$ cat src/rtl/ow_rom_pkg.sv
package ow_rom_pkg;

  typedef enum logic [2:0] {
    ST_IDLE   = 3'd0,  // waiting for a reset event
    ST_CMD    = 3'd1,  // collecting command bits
    ST_READ   = 3'd2,  // sending identity
    ST_MATCH  = 3'd3,  // comparing written address
    ST_SBIT   = 3'd4,  // search: send true bit
    ST_SCOMP  = 3'd5,  // search: send complement
    ST_SPICK  = 3'd6,  // search: take master choice
    ST_SEL    = 3'd7   // addressed
  } rom_state_t;

  localparam logic [7:0] CODE_READ   = 8'h33;
  localparam logic [7:0] CODE_MATCH  = 8'h55;
  localparam logic [7:0] CODE_SEARCH = 8'hF0;

  function automatic rom_state_t decode_cmd(input logic [7:0] code);
    case (code)
      CODE_READ:   return ST_READ;
      CODE_MATCH:  return ST_MATCH;
      CODE_SEARCH: return ST_SBIT;
      default:     return ST_IDLE;
    endcase
  endfunction

  function automatic logic drives_bus(input rom_state_t s);
    return (s == ST_READ) || (s == ST_SBIT) || (s == ST_SCOMP);
  endfunction

endpackage

$ cat src/rtl/ow_long_low.sv
module ow_long_low #(
  parameter int unsigned LIMIT = 6000
) (
  input  logic clk,
  input  logic rst_n,
  input  logic line_low,
  output logic fire
);
  localparam int unsigned CW = $clog2(LIMIT + 2);
  localparam logic [CW-1:0] SAT = CW'(LIMIT + 1);
  localparam logic [CW-1:0] HIT = CW'(LIMIT);

  logic [CW-1:0] low_cnt;

  always_ff @(posedge clk or negedge rst_n) begin
    if (!rst_n) begin
      low_cnt <= '0;
    end else if (!line_low) begin
      low_cnt <= '0;
    end else if (low_cnt != SAT) begin
      low_cnt <= low_cnt + 1'b1;
    end
  end

  assign fire = line_low && (low_cnt == HIT);

  AST_FIRE_NEEDS_LOW: assert property (@(posedge clk) disable iff (!rst_n)
    fire |-> (line_low && $past(line_low))) else $error("long-low fired early");
  AST_FIRE_ONCE: assert property (@(posedge clk) disable iff (!rst_n)
    fire |=> !fire) else $error("long-low fired twice");

endmodule

$ cat src/rtl/ow_cmd_shift.sv
module ow_cmd_shift #(
  parameter int unsigned CMD_BITS = 8
) (
  input  logic                clk,
  input  logic                rst_n,
  input  logic                clear,
  input  logic                shift_en,
  input  logic                bit_in,
  output logic                done,
  output logic [CMD_BITS-1:0] code
);
  localparam int unsigned CW = $clog2(CMD_BITS);
  localparam logic [CW-1:0] LAST = CW'(CMD_BITS - 1);

  logic [CMD_BITS-1:0] sr;
  logic [CW-1:0]       cnt;

  // LSB arrives first, so new bits enter at the top and move down
  assign code = {bit_in, sr[CMD_BITS-1:1]};
  assign done = shift_en && (cnt == LAST);

  always_ff @(posedge clk or negedge rst_n) begin
    if (!rst_n) begin
      sr  <= '0;
      cnt <= '0;
    end else if (clear) begin
      sr  <= '0;
      cnt <= '0;
    end else if (shift_en) begin
      sr  <= code;
      cnt <= done ? '0 : cnt + 1'b1;
    end
  end

  AST_CMD_COUNT_WRAP: assert property (@(posedge clk) disable iff (!rst_n)
    (done && !clear) |=> (cnt == '0)) else $error("command counter did not wrap");

endmodule

$ cat src/rtl/ow_rom_responder.sv
module ow_rom_responder
  import ow_rom_pkg::*;
#(
  parameter int unsigned ID_BITS      = 64,
  parameter logic [63:0] ROM_ID       = 64'hB7A1_2C9E_4F30_6D28,
  parameter int unsigned LONG_LOW_CYC = 6000
) (
  input  logic clk,
  input  logic rst_n,
  input  logic rst_pulse,
  input  logic line_low,
  input  logic wr_strb,
  input  logic wr_bit,
  input  logic rd_strb,
  output logic presence,
  output logic pull_dn,
  output logic selected
);
  localparam int unsigned CMD_BITS = 8;
  localparam int unsigned IW       = $clog2(ID_BITS);
  localparam logic [IW-1:0] LAST_IX = IW'(ID_BITS - 1);

  function automatic logic id_at(input logic [IW-1:0] ix);
    return ROM_ID[ix];
  endfunction

  rom_state_t          state;
  logic [IW-1:0]       idx;
  logic                long_fire;
  logic                rst_evt;
  logic                cmd_done;
  logic [CMD_BITS-1:0] cmd_code;
  logic                cur_bit;
  logic                last_bit;
  logic                match_miss;
  logic                srch_miss;
  logic                tx_bit;

  ow_long_low #(.LIMIT(LONG_LOW_CYC)) u_long_low (
    .clk      (clk),
    .rst_n    (rst_n),
    .line_low (line_low),
    .fire     (long_fire)
  );

  assign rst_evt = rst_pulse || long_fire;

  ow_cmd_shift #(.CMD_BITS(CMD_BITS)) u_cmd_shift (
    .clk      (clk),
    .rst_n    (rst_n),
    .clear    (rst_evt),
    .shift_en (wr_strb && (state == ST_CMD)),
    .bit_in   (wr_bit),
    .done     (cmd_done),
    .code     (cmd_code)
  );

  assign cur_bit    = id_at(idx);
  assign last_bit   = (idx == LAST_IX);
  assign match_miss = (state == ST_MATCH) && wr_strb && (wr_bit != cur_bit);
  assign srch_miss  = (state == ST_SPICK) && wr_strb && (wr_bit != cur_bit);

  always_ff @(posedge clk or negedge rst_n) begin
    if (!rst_n) begin
      state    <= ST_IDLE;
      idx      <= '0;
      presence <= 1'b0;
    end else begin
      presence <= rst_evt;
      if (rst_evt) begin
        state <= ST_CMD;
        idx   <= '0;
      end else begin
        unique case (state)
          ST_CMD: if (cmd_done) begin
            state <= decode_cmd(cmd_code);
            idx   <= '0;
          end
          ST_READ: if (rd_strb) begin
            if (last_bit) state <= ST_SEL;
            else          idx   <= idx + 1'b1;
          end
          ST_MATCH: if (wr_strb) begin
            if (match_miss)    state <= ST_IDLE;
            else if (last_bit) state <= ST_SEL;
            else               idx   <= idx + 1'b1;
          end
          ST_SBIT:  if (rd_strb) state <= ST_SCOMP;
          ST_SCOMP: if (rd_strb) state <= ST_SPICK;
          ST_SPICK: if (wr_strb) begin
            if (srch_miss) begin
              state <= ST_IDLE;
            end else if (last_bit) begin
              state <= ST_SEL;
            end else begin
              idx   <= idx + 1'b1;
              state <= ST_SBIT;
            end
          end
          default: state <= state;
        endcase
      end
    end
  end

  assign tx_bit   = (state == ST_SCOMP) ? !cur_bit : cur_bit;
  assign pull_dn  = drives_bus(state) && !tx_bit;
  assign selected = (state == ST_SEL);

  AST_RESET_PRESENCE: assert property (@(posedge clk) disable iff (!rst_n)
    rst_evt |=> (presence && !selected && !pull_dn)) else $error("reset handling");
  AST_PRESENCE_SOURCE: assert property (@(posedge clk) disable iff (!rst_n)
    presence |-> $past(rst_evt)) else $error("stray presence");
  AST_MATCH_DROP: assert property (@(posedge clk) disable iff (!rst_n)
    (match_miss && !rst_evt) |=> (!selected && !pull_dn)) else $error("match miss kept");
  AST_SEARCH_COMPL: assert property (@(posedge clk) disable iff (!rst_n)
    ((state == ST_SCOMP) && ($past(state) == ST_SBIT)) |-> (pull_dn != $past(pull_dn)))
    else $error("complement slot wrong");
  AST_SEARCH_DROP: assert property (@(posedge clk) disable iff (!rst_n)
    (srch_miss && !rst_evt) |=> (!selected && !pull_dn)) else $error("search miss kept");
  AST_SEL_FULL_ID: assert property (@(posedge clk) disable iff (!rst_n)
    $rose(selected) |-> ($past(last_bit) && $past(wr_strb || rd_strb)))
    else $error("selected before full id");
  AST_SEL_QUIET: assert property (@(posedge clk) disable iff (!rst_n)
    (selected && rd_strb) |-> !pull_dn) else $error("drive while selected");

endmodule

$ cat config.mk
export PLATFORM = sky130hd
export DESIGN_NAME = ow_rom_responder
export DESIGN_NICKNAME = d
export VERILOG_FILES = /design/src/rtl/ow_rom_pkg.sv /design/src/rtl/ow_long_low.sv /design/src/rtl/ow_cmd_shift.sv /design/src/rtl/ow_rom_responder.sv
export SDC_FILE = /design/constraint.sdc
export NUM_CORES = 1
export LEC_CHECK = 0
export BUFFER_PORTS_ARGS = -buffer_cell sky130_fd_sc_hd__buf_2
export CORE_MARGIN = 2
export CORE_UTILIZATION = 62
export DETAILED_ROUTE_END_ITERATION = 8
export HOLD_SLACK_MARGIN = 0.02
export PLACE_DENSITY = 0.84
export SYNTH_ARGS = -nofsm -noshare
export SYNTH_HDL_FRONTEND = slang
export SYNTH_SLANG_ARGS = --single-unit
$ cat constraint.sdc
create_clock -name clk -period 7.4 [get_ports clk]
set_input_delay 1.48 -clock clk [delete_from_list [all_inputs] [get_ports clk]]
set_output_delay 1.48 -clock clk [all_outputs]
set_load 0.01 [all_outputs]
# After elaboration in Yosys (flattened, before gate mapping)
# Memories as Yosys holds them, arrays and structs flattened.
# Index checks and enable logic that the tools add are counted.
# op_classes
div_mod_pow	0
mul	0
n_eq_ne	24
magnitude_cmp	1
reduce_logical	18
mux	31
bitwise	0
n_addsub	3
shifts	0
# op_table
op	count
$mux W6	8
$mux W3	13
$mux W13	2
$pmux W6 S4	1
$ne A3 B3 Y1 const B	7
$pmux W3 S6	1
$mux W8	2
$eq A3 B3 Y1 const B	5
$reduce_and A7 Y1	2
$add A13 B1 Y13 const B	1
$eq A13 B13 Y1 const B	1
$ne A13 B13 Y1 const B	1
$pmux W3 S3	1
$eq A8 B6 Y1 const B	1
$eq A8 B7 Y1 const B	1
$eq A8 B8 Y1 const B	1
$logic_and A1 B1 Y1	8
$lt A6 B7 Y1 const B	1
$reduce_bool A7 Y1	1
$add A6 B1 Y6 const B	1
$eq A3 B2 Y1 const B	2
$eq A6 B6 Y1 const B	1
$reduce_bool A5 Y1	1
$add A3 B1 Y3 const B	1
9 further kinds	13
# word_totals
reg_bits	34
mem_bits_rw	0
latchBits	0
rom_bits	64
n_memories	1
# memory_table
name	depth	width	rd	rd_ports_with_merged_regs	write_ports	line	source
(no name shown)	64	1	1	0	0	ow_rom_responder.sv:24	return ROM_ID[ix];

# Longest topological paths before layout
# depth
word_depth	8
mapped_depth	8
mapped_depth_nobuf	8

# Hierarchy
# A second synthesis with hierarchy kept.
# hier_totals
hier_cells	234
hier_area_um2	2297.2
# by_module_without_submodules
mod	area_per_inst_um2	cells_each	instances
ow_rom_responder	1093.5	121	1
ow_long_low	745.7	76	1
ow_cmd_shift	457.9	37	1

# Worst setup path after synthesis
# No wires, ideal clock.
# synth_path
path_type	reg2out
startpoint	reg idx[0]
endpoint	out pull_dn
stages_incl_launch_ff	8
path_slack_ns	3.712
t_arrival_ns	2.208
n_path_buf	0
path_cell_list	dfrtp_1 -> inv_1 -> ha_1 -> mux2_4 -> mux4_2 -> mux2_2 -> xor2_1 -> a32o_1
# synth_via
elab_chain_cells	6
# synth_rtl
element	line	source
start, declared	ow_rom_responder.sv:28	logic [IW-1:0] idx;
start signal, assigned	ow_rom_responder.sv:81	else idx <= idx + 1'b1;
start signal, assigned	ow_rom_responder.sv:86	else idx <= idx + 1'b1;
start signal, assigned	ow_rom_responder.sv:96	idx <= idx + 1'b1;
$mem_v2 Z64 W1 (*)	n/a	
$mux W1 (not written as such) (*)	ow_rom_responder.sv:24	
$logic_not A1 Y1	ow_rom_responder.sv:106	assign tx_bit = (state == ST_SCOMP) ? !cur_bit : cur_bit;
$mux W1 (*)	ow_rom_responder.sv:106	
$logic_not A1 Y1 (*)	ow_rom_responder.sv:107	assign pull_dn = drives_bus(state) && !tx_bit;
$logic_and A1 B1 Y1 (*)	ow_rom_responder.sv:107	
end, declared	ow_rom_responder.sv:16	output logic pull_dn,
# Every way passes the cells marked *; elsewhere a longest branch is shown, timed or not. The select of a mux whose other input is x is not followed.

# Final worst setup path
# Ends and elaborated chain as after synthesis.

==> flow_summary.json <==
{
  "crit_family": "multiplexers",
  "critPathSlowestCell": "mux4_2",
  "cts_tree": "done",
  "numPortBuffers": 9,
  "drtIter0Drc": 135,
  "min_period_over_period_pct": 57.56,
  "ioPinCount": 10,
  "wl_met3_um": 189,
  "powerDensity_mw_per_mm2": 156.0,
  "fin_skew_ns": 0.005386,
  "p_leak_uw": 0.0009946,
  "ant_nets": 0,
  "antenna_found_initial": 0,
  "rows": 22,
  "synth-edff-count": 0,
  "dr.pass1.iters": 5,
  "top_layer": "met4",
  "synth_top_area_share_pct": 36.28,
  "grt_pass1_wl_um": 7631,
  "core-area_mm2": 0.003606,
  "place.gp.congestion": 0.8791,
  "finalSetupTns_ns": 0,
  "path_buf_inv": 3,
  "tightest_slew_ns": 0.7294,
  "start_util_pct": 63.12,
  "final_hold_viol_count": 0,
  "maxCapViolCount": 0,
  "die_h_um": 64.59,
  "cts_root_buf": "clkbuf_8",
  "ys_types": 54,
  "vias": 1847,
  "crit_cells": 9,
  "ys_async_sr_fraction_pct": 100.0,
  "wl_met1_um": 2040,
  "diodes": 0,
  "finalNetCount": 278,
  "synth_seq_area_share_pct": 36.28,
  "outcome": "finished clean",
  "worstSkewPairLatency_ns": 0.28,
  "die-area_mm2": 0.004171,
  "grt_max_degree": 34,
  "drc": 0,
  "synth-main-ff-cell": "dfrtp_1",
  "fmax_mhz": 234.8,
  "synthCells": 256,
  "grt-ovfl-total": 0,
  "hpwl_um": 3038,
  "synth_nets": 275,
  "holdPathStages": 2,
  "synth_area_mm2": 0.002276,
  "clock_tree.buffer_depth": 2,
  "avgSynthCellArea_um2": 8.890,
  "viasPerCell": 5.997,
  "path_cells": "inv_1 -> ha_1 -> inv_1 -> mux2i_1 -> mux4_2 -> mux2_2 -> xor2_1 -> a32o_1 -> buf_2",
  "grt_pass1_vias": 1723,
  "finalSetupViolCount": 0,
  "cpPeakStageDelay_ns": 0.53,
  "area_growth_pct": 7.367,
  "die_w_um": 64.59,
  "path_max_fanout": 10,
  "wire_per_inst_um": 13.92,
  "worstPathArrival_ns": 2.78,
  "wl_met2_um": 2003,
  "reg2reg_depth": 8,
  "totalWireLength_um": 4288,
  "yosys-top-cells-area": "dfrtp_1 36%, ha_1 6.6%, nand2_1 4.8%",
  "cp-start-kind": "flip-flop",
  "cts.sink_count": 33,
  "post_cts_buffers": 0,
  "cp-end-kind": "output pin",
  "cp_common_cell": "inv_1",
  "postCtsHoldBufs": 0,
  "crit_type": "flip-flop to output pin",
  "htree_levels": 2,
  "drv_slew": 0,
  "ys_ff_latch": 33,
  "synth_top_cell_by_area": "dfrtp_1",
  "yosys_warnings": 0,
  "rsz0062_at_grt": "false",
  "clk_pin_slew_ns": 0.07,
  "drive_gt1_share_pct": 9.615,
  "max-slew-margin-rel_pct": 51.37,
  "ir_drop_mv": 0.1826,
  "finalCriticalPeriod_ns": 4.259,
  "grt_usage_pct": 22.89,
  "hold_path_class": "flip-flop to flip-flop",
  "cts_buffers": 5,
  "required_ns": 5.92,
  "cts_resized": 0,
  "hold_ws_ns": 0.5346
}
## tightest hold or removal path: stages (launching register included)
cell,delay (ns)
dfrtp_1,0.38
nand2_1,0.06
a21oi_1,0.06
## layout make-up
class,count,area (um^2)
repair buffers,9,45.04
clock inverters,2,37.54
flip-flops and latches,33,825.8
clock buffers,6,82.58
multi-input cells,199,1351
well taps,48,60.06
fillers,283,1162
inverters,11,41.29
## report_power, final
part	total (uW)	leakage (uW)	internal [uW]	switching, uW
Clock	174	0.0000574	109	64.5
Sequential	186	0.000449	183	2.82
Combinational	21.1	0.000488	6.72	14.4
Total	381	0.000995	299	81.8
## flip-flops by register name, indices dropped and copies added, names as in the netlist
name	flops
idx	6
presence	1
state	3
u_cmd_shift.cnt	3
u_cmd_shift.sr	7
u_long_low.low_cnt	13
## final timing paths
check,from,to,slack [ns]
min in group asynchronous,rst_n,state[2]$_DFFE_PN0P_,1.25
max in group asynchronous,rst_n,u_long_low.low_cnt[9]$_DFFE_PN0P_,5.67
worst max register to register,idx[0]$_DFFE_PN0P_,idx[3]$_DFFE_PN0P_,4.64
worst min-delay path,u_cmd_shift.cnt[1]$_DFFE_PN0P_,u_cmd_shift.cnt[1]$_DFFE_PN0P_,0.53
worst max-delay path,idx[0]$_DFFE_PN0P_,pull_dn,3.14
worst min register to register,u_cmd_shift.cnt[1]$_DFFE_PN0P_,u_cmd_shift.cnt[1]$_DFFE_PN0P_,0.53
## cell usage in the layout, fill, tap and decap left out, types with 2 or more instances in the layout
cell type,instances
inv_1,9
xor2_1,3
a21oi_1,16
nand2_1,29
o21ai_0,11
buf_2,9
ha_1,12
nor4bb_1,4
xnor2_1,10
nor3_1,6
o31ai_1,2
nand3_1,14
nor2b_1,3
clkbuf_8,6
mux2i_1,4
nand3b_1,4
mux2_2,3
o211ai_1,7
dfrtp_1,33
nand2b_1,6
and2_1,12
o41ai_1,2
a32o_1,2
a21boi_0,2
nor2_1,10
nand4_1,3
and3_1,6
a21boi_1,2
mux2_4,2
or4_1,3
## synthesized netlist by cell type (2+ instances only)
master	number
a21boi_1	2
xnor2_1	10
o211ai_1	7
nand2b_1	6
xor2_1	3
nor4bb_1	4
nand3_1	14
a21oi_1	16
nor2_1	10
inv_1	9
mux2i_1	4
nand3b_1	4
nand2_1	29
o21ai_0	11
nor2b_1	3
nor3_1	6
and2_1	12
a32o_1	2
or4_1	3
o41ai_1	2
and3_1	6
mux2_4	2
o31ai_1	2
nand4_1	3
clkbuf_1	11
mux2_2	3
ha_1	12
dfrtp_1	33
a21boi_0	2
## metal layers
layer  vias to the layer above  global-route usage (%)
met3                         8                   3.993
met2                        41                   38.15
met4                         0                   6.649
li1                        920                       -
met1                       878                   30.73
met5                         -                       0
## metrics by stage
stage                     instances  utilization [%]  setup slack [ns]  area, um^2  power [uW]
after global placement          300            64.43             3.519        2323       210.5
final                           308            67.77             3.141        2444       381.2
after floorplan                 256                -             3.712        2276       201.7
after global routing            308            67.77             3.016        2444       397.3
after CTS                       308            67.77             3.136        2444       386.8
after detailed placement        300            64.43             3.466        2323       210.9
## cells by family after synthesis
group | share of synthesized area [%]
xor gates and xnor gates | 5.003
muxes | 5.552
buffers and inverters | 4.342
adders and majority gates | 6.597
DFF | 36.28
AOI/OAI and AO/OA | 16.33
and+or+nand+nor | 25.89
Note: power is estimated with default switching activity, not from simulation.
